==> src/rtl/chg_irq_pkg.sv <==
package chg_irq_pkg;

    localparam int REG_W    = 8;
    localparam int NUM_LVL  = 5;
    localparam int POS_STOP = 0;
    localparam int POS_STRT = 1;
    localparam int POS_RSVD = 4;

    typedef enum logic [1:0] {
        TOG_POR  = 2'd0,
        TOG_RUN  = 2'd1,
        TOG_DONE = 2'd2
    } tog_state_e;

    // Byte position of condition level i
    function automatic int lvl_pos(input int i);
        case (i)
            0:       return 2;
            1:       return 3;
            2:       return 5;
            3:       return 6;
            default: return 7;
        endcase
    endfunction

endpackage

==> src/rtl/chg_irq_edge.sv <==
module chg_irq_edge #(
    parameter int W = 5
) (
    input  logic         clk,
    input  logic         rst_n,
    input  logic [W-1:0] lvl,
    output logic [W-1:0] rise
);
    logic [W-1:0] prev_q;

    for (genvar i = 0; i < W; i++) begin : g_bit
        always_ff @(posedge clk or negedge rst_n) begin
            if (!rst_n) prev_q[i] <= 1'b0;
            else        prev_q[i] <= lvl[i];
        end
        assign rise[i] = lvl[i] & ~prev_q[i];
    end

    // a level must fall before it can rise again
    a_r2_single_rise: assert property (@(posedge clk) disable iff (!rst_n)
        (rise & $past(rise)) == '0);

endmodule

==> src/rtl/chg_irq_toggle.sv <==
module chg_irq_toggle
    import chg_irq_pkg::*;
(
    input  logic clk,
    input  logic rst_n,
    input  logic start,
    input  logic stop,
    output logic done
);
    tog_state_e state_q, state_d;

    always_ff @(posedge clk or negedge rst_n) begin
        if (!rst_n) state_q <= TOG_POR;
        else        state_q <= state_d;
    end

    always_comb begin
        state_d = state_q;
        unique case (state_q)
            TOG_POR, TOG_RUN, TOG_DONE: begin
                if (stop)       state_d = TOG_DONE;
                else if (start) state_d = TOG_RUN;
            end
            default: state_d = TOG_POR;
        endcase
    end

    always_comb begin
        done = (state_q == TOG_DONE);
    end

    a_r5_stop_done: assert property (@(posedge clk) disable iff (!rst_n)
        stop |=> done);
    a_r5_start_busy: assert property (@(posedge clk) disable iff (!rst_n)
        (start && !stop) |=> !done);
    a_r5_hold: assert property (@(posedge clk) disable iff (!rst_n)
        (!start && !stop) |=> $stable(done));

endmodule

==> src/rtl/chg_irq_latch.sv <==
module chg_irq_latch #(
    parameter int W = 8
) (
    input  logic         clk,
    input  logic         rst_n,
    input  logic [W-1:0] ev,
    input  logic [W-1:0] mask,
    input  logic         clr,
    output logic [W-1:0] pend
);
    logic [W-1:0] pend_q;

    always_ff @(posedge clk or negedge rst_n) begin
        if (!rst_n) pend_q <= '0;
        else        pend_q <= (clr ? '0 : pend_q) | (ev & mask);
    end
    assign pend = pend_q;

    // newly set bits had their mask open on the previous edge
    a_r3_mask_gate: assert property (@(posedge clk) disable iff (!rst_n)
        1'b1 |=> ((pend_q & ~$past(pend_q)) & ~$past(mask)) == '0);
    // newly set bits come from an event
    a_r2_event_only: assert property (@(posedge clk) disable iff (!rst_n)
        1'b1 |=> ((pend_q & ~$past(pend_q)) & ~$past(ev)) == '0);
    // a clear with no event empties the byte
    a_r6_clear: assert property (@(posedge clk) disable iff (!rst_n)
        (clr && ev == '0) |=> pend_q == '0);

endmodule

==> src/rtl/chg_irq_aggregator.sv <==
module chg_irq_aggregator
    import chg_irq_pkg::*;
(
    input  logic             clk,
    input  logic             rst_n,
    input  logic [NUM_LVL-1:0] cond_lvl,
    input  logic             tog_start,
    input  logic             tog_stop,
    input  logic             irq_en,
    input  logic             rd_stb,
    input  logic             rd_sel,
    input  logic             wr_stb,
    input  logic [REG_W-1:0] wr_data,
    output logic [REG_W-1:0] rd_data,
    output logic             irq_n
);
    localparam logic [REG_W-1:0] RSVD_MASK = REG_W'(1) << POS_RSVD;

    logic [NUM_LVL-1:0] rise;
    logic               tog_done;
    logic [REG_W-1:0]   ev_vec, stat_vec, mask_q, pend, rd_q;
    logic               clr_irq;

    chg_irq_edge #(.W(NUM_LVL)) u_edge (
        .clk (clk), .rst_n (rst_n), .lvl (cond_lvl), .rise (rise)
    );

    chg_irq_toggle u_tog (
        .clk (clk), .rst_n (rst_n), .start (tog_start), .stop (tog_stop),
        .done (tog_done)
    );

    // Place level-derived bits into byte positions
    always_comb begin
        ev_vec   = '0;
        stat_vec = '0;
        for (int i = 0; i < NUM_LVL; i++) begin
            ev_vec[lvl_pos(i)]   = rise[i];
            stat_vec[lvl_pos(i)] = cond_lvl[i];
        end
        ev_vec[POS_STRT]   = tog_start;
        ev_vec[POS_STOP]   = tog_stop;
        stat_vec[POS_STOP] = tog_done;
    end

    always_ff @(posedge clk or negedge rst_n) begin
        if (!rst_n)      mask_q <= '0;
        else if (wr_stb) mask_q <= wr_data & ~RSVD_MASK;
    end

    assign clr_irq = rd_stb && !rd_sel;

    chg_irq_latch #(.W(REG_W)) u_latch (
        .clk (clk), .rst_n (rst_n), .ev (ev_vec), .mask (mask_q),
        .clr (clr_irq), .pend (pend)
    );

    always_ff @(posedge clk or negedge rst_n) begin
        if (!rst_n)      rd_q <= '0;
        else if (rd_stb) rd_q <= rd_sel ? stat_vec : pend;
    end

    assign rd_data = rd_q;
    assign irq_n   = !(irq_en && (pend != '0));

    a_r7_pin_quiet: assert property (@(posedge clk) disable iff (!rst_n)
        !irq_en |-> irq_n);
    a_r10_hold: assert property (@(posedge clk) disable iff (!rst_n)
        !rd_stb |=> $stable(rd_data));
    a_r4_rsvd: assert property (@(posedge clk) disable iff (!rst_n)
        !pend[POS_RSVD]);
    a_r9_stat_keep: assert property (@(posedge clk) disable iff (!rst_n)
        (rd_stb && rd_sel) |=> (pend & $past(pend)) == $past(pend));

endmodule

==> config.mk <==
export PLATFORM = sky130hd
export DESIGN_NAME = chg_irq_aggregator
export DESIGN_NICKNAME = d
export VERILOG_FILES = /design/src/rtl/chg_irq_pkg.sv /design/src/rtl/chg_irq_edge.sv /design/src/rtl/chg_irq_toggle.sv /design/src/rtl/chg_irq_latch.sv /design/src/rtl/chg_irq_aggregator.sv
export SDC_FILE = /design/constraint.sdc
export NUM_CORES = 1
export LEC_CHECK = 0
export ABC_AREA = 1
export ABC_CLOCK_PERIOD_IN_PS = 950
export BUFFER_PORTS_ARGS = -buffer_cell sky130_fd_sc_hd__buf_2
export CAP_MARGIN = 20
export CORE_MARGIN = 3
export CORE_UTILIZATION = 35
export DETAILED_ROUTE_END_ITERATION = 10
export GPL_TIMING_DRIVEN = 0
export SLEW_MARGIN = 20
export SYNTH_ARGS = -nofsm -noshare
export SYNTH_HDL_FRONTEND = slang
export SYNTH_SLANG_ARGS = --single-unit
==> constraint.sdc <==
create_clock -name clk -period 0.95 [get_ports clk]
set_input_delay 0.0475 -clock clk [delete_from_list [all_inputs] [get_ports clk]]
set_output_delay 0.0475 -clock clk [all_outputs]
set_load 0.1 [all_outputs]
# Yosys cells after proc, flatten, opt, wreduce, memory -nomap -nowiden
# Cells that the tools add are included.
[classes]
eq_ne = 3
n_mux = 5
bitwise_logic = 12
reduce_logical = 7
[op_table]
columns = ["op", "count"]
rows = [
  ["$mux 8", 2],
  ["$and 8x8->8", 1],
  ["$or 8x8->8", 1],
  ["$reduce_bool 8->1", 1],
  ["$mux 2", 3],
  ["$and 1x1->1", 5],
  ["$not 1->1", 5],
  ["$ne 3x3->1 const B", 1],
  ["$reduce_or 3->1", 1],
  ["$eq 2x1->1 const B", 1],
  ["$eq 2x2->1 const B", 1],
  ["$logic_and 1x1->1", 2],
  ["$logic_not 1->1", 2],
  ["$logic_not 2->1", 1],
]
[word_totals]
reg_bits = 30
input_bits = 21
out_inout_bits = 9
wordCells = 36

# Longest topological paths before layout
[depth]
word_depth = 4
depth_mapped = 5

# Hierarchy
# Synthesis repeated with hierarchy kept, for this count alone.
[hier_totals]
cells_unflattened = 140
area_unflattened_um2 = 1213.7
[modules_own_cells]
columns = ["module", "instances", "cells_each", "area_each_um2", "seq_area_each_um2"]
rows = [
  ["chg_irq_aggregator", 1, 79, 651.9, 375.4],
  ["chg_irq_latch", 1, 33, 294.0, 200.2],
  ["chg_irq_edge", 1, 15, 175.2, 125.1],
  ["chg_irq_toggle", 1, 13, 92.6, 50.0],
]

# Worst setup path after synthesis
# Ideal clock, no wire load.
[synth_timing]
kind = "register to output"
from = "register u_latch.pend_q[6] (netlist: u_latch.pend[6])"
to = "output irq_n"
arrival_ns = 2.609
t_required_ns = 0.902
slack_ns = -1.706
stages_incl_launch_ff = 4
n_path_buf = 0
path_cell_list = "dfrtp_1 -> nor2_1 -> nand2_1 -> o21ai_0"
[synth_between]
elab_chain_len = 3
[synth_rtl]
columns = ["element", "line", "rtl"]
rows = [
  ["from (decl)", "chg_irq_latch.sv:11", "logic [W-1:0] pend_q;"],
  ["from (signal assigned)", "chg_irq_latch.sv:15", "else pend_q <= (clr ? '0 : pend_q) | (ev & mask);"],
  ["$reduce_bool 8->1", "chg_irq_aggregator.sv:64", "assign irq_n = !(irq_en && (pend != '0));"],
  ["$logic_and 1x1->1", "chg_irq_aggregator.sv:64", ""],
  ["$logic_not 1->1", "chg_irq_aggregator.sv:64", ""],
  ["to (decl)", "chg_irq_aggregator.sv:15", "output logic irq_n"],
]
# Every way passes these cells.

# Worst setup path in the final report
[layout_timing]
from = "register u_latch.pend_q[1] (netlist: u_latch.pend[1])"
to = "output irq_n"
# The elaborated chain is that of the path after synthesis.

==> flow_metrics.py <==
metrics = {
    "outcome": {
        "status": "complete, but fails checks",
        "violations": "setup timing",
    },
    "synthesis": {
        "synth_top_area_frac": 0.606,
        "synth.distinct_cells": 17,
        "post-synth-top-count-cell": "nand2_1",
        "synth-xor-area-share": 0,
        "synth_ff_type": "dfrtp_1",
        "yosys.area_share.adder": 0,
        "yosysTopAreaCell": "dfrtp_1",
        "syn_inst": 132,
        "syn_avg_cell_area_sq_um": 8.76,
        "synth_top_family_by_area": "simple AND/OR/NAND/NOR gates",
        "synthTopCellsByCount": "nand2_1 (42), dfrtp_1 (28), inv_1 (22)",
        "async_reset_ff_frac": 1.00,
        "synth_nets": 153,
        "synthSimpleGateAreaFrac": 0.215,
        "yosysSeqAreaShare": 0.606,
        "synth_area_sq_mm": 0.00116,
        "muxShareOfSynthArea": 0,
        "synth_area_leaders": "dfrtp_1 (61%), nand2_1 (14%), inv_1 (7.1%)",
        "ys_warn_count": 0,
        "synth_edf_count": 0,
        "yosys_register_bits": 28,
        "synth_compound_area_frac": 0.0779,
    },
    "cts": {
        "clk-insertion-delay-late_ns": 0.32,
        "tritoncts": "built",
        "clock-root-buffer": "clkbuf_4",
        "clk_pin_slew_ns": 0.14,
        "numCtsBuffers": 3,
        "clock_sinks": 28,
        "h-tree-depth": 1,
        "cts_buffer_depth": 2,
    },
    "pwr": {
        "max-vdd-ir-drop_v": 0.000512,
        "p_leak_nw": 0.879,
        "p_switching_uw": 973,
        "comb_power_share": 0.313,
        "p_seq_frac": 0.489,
        "p_int_mw": 1.91,
        "power-per-cell-area_mw_per_mm2": 1690,
        "clock_power_share": 0.197,
        "power.share.switching": 0.337,
    },
    "routing": {
        "first_pass_iters": 4,
        "vias": 948,
        "postRouteAntennaNets": 0,
        "initialDrtViolationCount": 52,
        "via_per_inst": 4.19,
        "wl_microns": 2280,
        "drc": 0,
        "routedWlPerCell_microns": 10.1,
    },
    "cells_and_area": {
        "area_growth_pct": 47.9,
        "antenna_cells": 0,
        "fill_cells": 301,
        "multi_input_area_sq_um": 357,
        "drive_gt1_frac": 0.275,
        "fin_nets": 204,
        "register_area_sq_um": 709,
    },
    "global_route": {
        "grt_usage": 0.123,
        "grt_max_degree": 29,
        "grt_first_pass_wirelength_microns": 3970,
        "overflow": 0,
        "grt_pass1_vias": 967,
        "antenna_found_initial": 0,
    },
    "worst_setup_path": {
        "cp_max_fo": 2,
        "reg2reg_depth": 5,
        "cp.required_ns": 0.90,
        "end_kind": "output pin",
        "worstSetupPathType": "reg2out",
        "cp_data_arrival_time_ns": 1.31,
        "reg2reg_to": "rd_data[3]",
        "startpoint_type": "flop",
        "cp-startpoint": "u_latch.pend[1]",
        "rr_startpoint": "u_latch.pend[3]",
        "reg2reg_slack_ns": 0.09,
    },
    "placed_design": {
        "io_buffers": 26,
        "dp_slack_ns": -0.232,
        "finalWeightedCongestion": 0.770,
        "hpwl_microns": 1630,
    },
    "timing": {
        "setup_viol": 8,
        "finalClockSkew_ns": 0.00180,
        "tightest_slew_ns": 0.605,
        "slew_viol_final": 0,
        "fin_crit_sh": 1.43,
        "fin_ws_ns": -0.408,
        "rsz0062_at_grt": "yes",
        "hold_viol": 0,
        "setup_tns_ns": -0.681,
        "period_needed_ns": 1.36,
        "timing.slew.headroom": 0.596,
        "fmax_mhz": 736,
    },
    "hold_path": {
        "worstHoldStart": "rd_stb",
        "whs_path_depth": 3,
        "hp-class": "in2reg",
        "hold_end": "rd_data[7]",
    },
    "floorplanning": {
        "num_rows": 20,
        "die_y_microns": 63.5,
        "die_area_sq_mm": 0.00403,
        "floorplan.initialDensity": 0.373,
        "core_sq_mm": 0.00310,
        "die_x_microns": 63.5,
        "io_pins": 30,
    },
    "run": {
        "drv_cap": 0,
    },
}
## cell families after synthesis
kind of cell | count (synthesis)
DFF | 28
and+or+nand+nor | 59
AOI/OAI and AO/OA | 17
buffers and inverters | 27
other | 1
## cell type report
type,instances,area share
Buffer,3,0.0117
Multi-Input combinational cell,77,0.208
Sequential cell,28,0.415
Tap cell,44,0.0322
Timing Repair Buffer,46,0.257
Clock buffer,4,0.0212
Inverter,24,0.0541
## state kept, by name (all words and copies together) (netlist names)
signal         flops
u_tog.state_q      2
u_edge.prev_q      5
mask_q             7
u_latch.pend       7
rd_data            7
## worst max-delay path by stage
stage / end / slack, ns
6_report: irq_n / -0.41
3_3_place_gp: irq_n / -0.23
5_1_grt: irq_n / -0.47
3_5_place_dp: irq_n / -0.23
2_1_floorplan: irq_n / -0.20
4_1_cts: irq_n / -0.40
## per-stage QoR
step	hold slack, ns	instance area, sq um	std cells	power [mW]	utilization
2_1_floorplan	-0.248	1180	132	1.93	-
3_3_place_gp	0.0833	1360	202	2.08	0.439
3_5_place_dp	0.0961	1360	202	2.10	0.439
4_1_cts	0.0336	1660	225	2.84	0.533
5_1_grt	0.0364	1710	226	3.04	0.551
6_report	0.0387	1710	226	2.88	0.551
## critical path: stages, from the launching register on
cell and delay [ns]:
dfrtp_1 0.41, nor2_1 0.13, nand2_1 0.10, o21ai_4 0.17
buf_12 0.19
## layer usage
metal	wire length, microns	vias up	GRT usage
met5	0	-	0
met4	63	0	0.0728
met3	93	6	0.0160
met2	1070	24	0.203
met1	1050	423	0.152
li1	-	495	-
## timing repair
action                                  4_1_cts  5_1_grt
endpoints found under the hold margin        44        0
gates resized for setup                      22       11
endpoints found under the setup margin        8        8
hold buffers                                 16        0
setup buffers                                 3        1
pin swaps                                     1        3
## cell usage in the layout (no fill, tap or decap), drive strengths merged
| master | count |
|---|---|
| nand4 | 1 |
| dfrtp | 28 |
| inv | 24 |
| buf | 33 |
| conb | 1 |
| clkbuf | 4 |
| nand2 | 42 |
| o22ai | 1 |
| nand3 | 7 |
| a21oi | 1 |
| nor2 | 9 |
| dlygate4sd3 | 16 |
| o21ai | 15 |
## power groups by stage
| stage | clock network, mW | registers (mW) | logic, mW |
|---|---|---|---|
| after CTS | 0.593 | 1.40 | 0.850 |
| after global placement | 0 | 1.40 | 0.682 |
| after detailed placement | 0 | 1.41 | 0.690 |
| final | 0.569 | 1.41 | 0.904 |
| after global routing | 0.637 | 1.43 | 0.976 |
| after floorplan | 0 | 1.69 | 0.247 |
(Power assumes the default switching activity.)
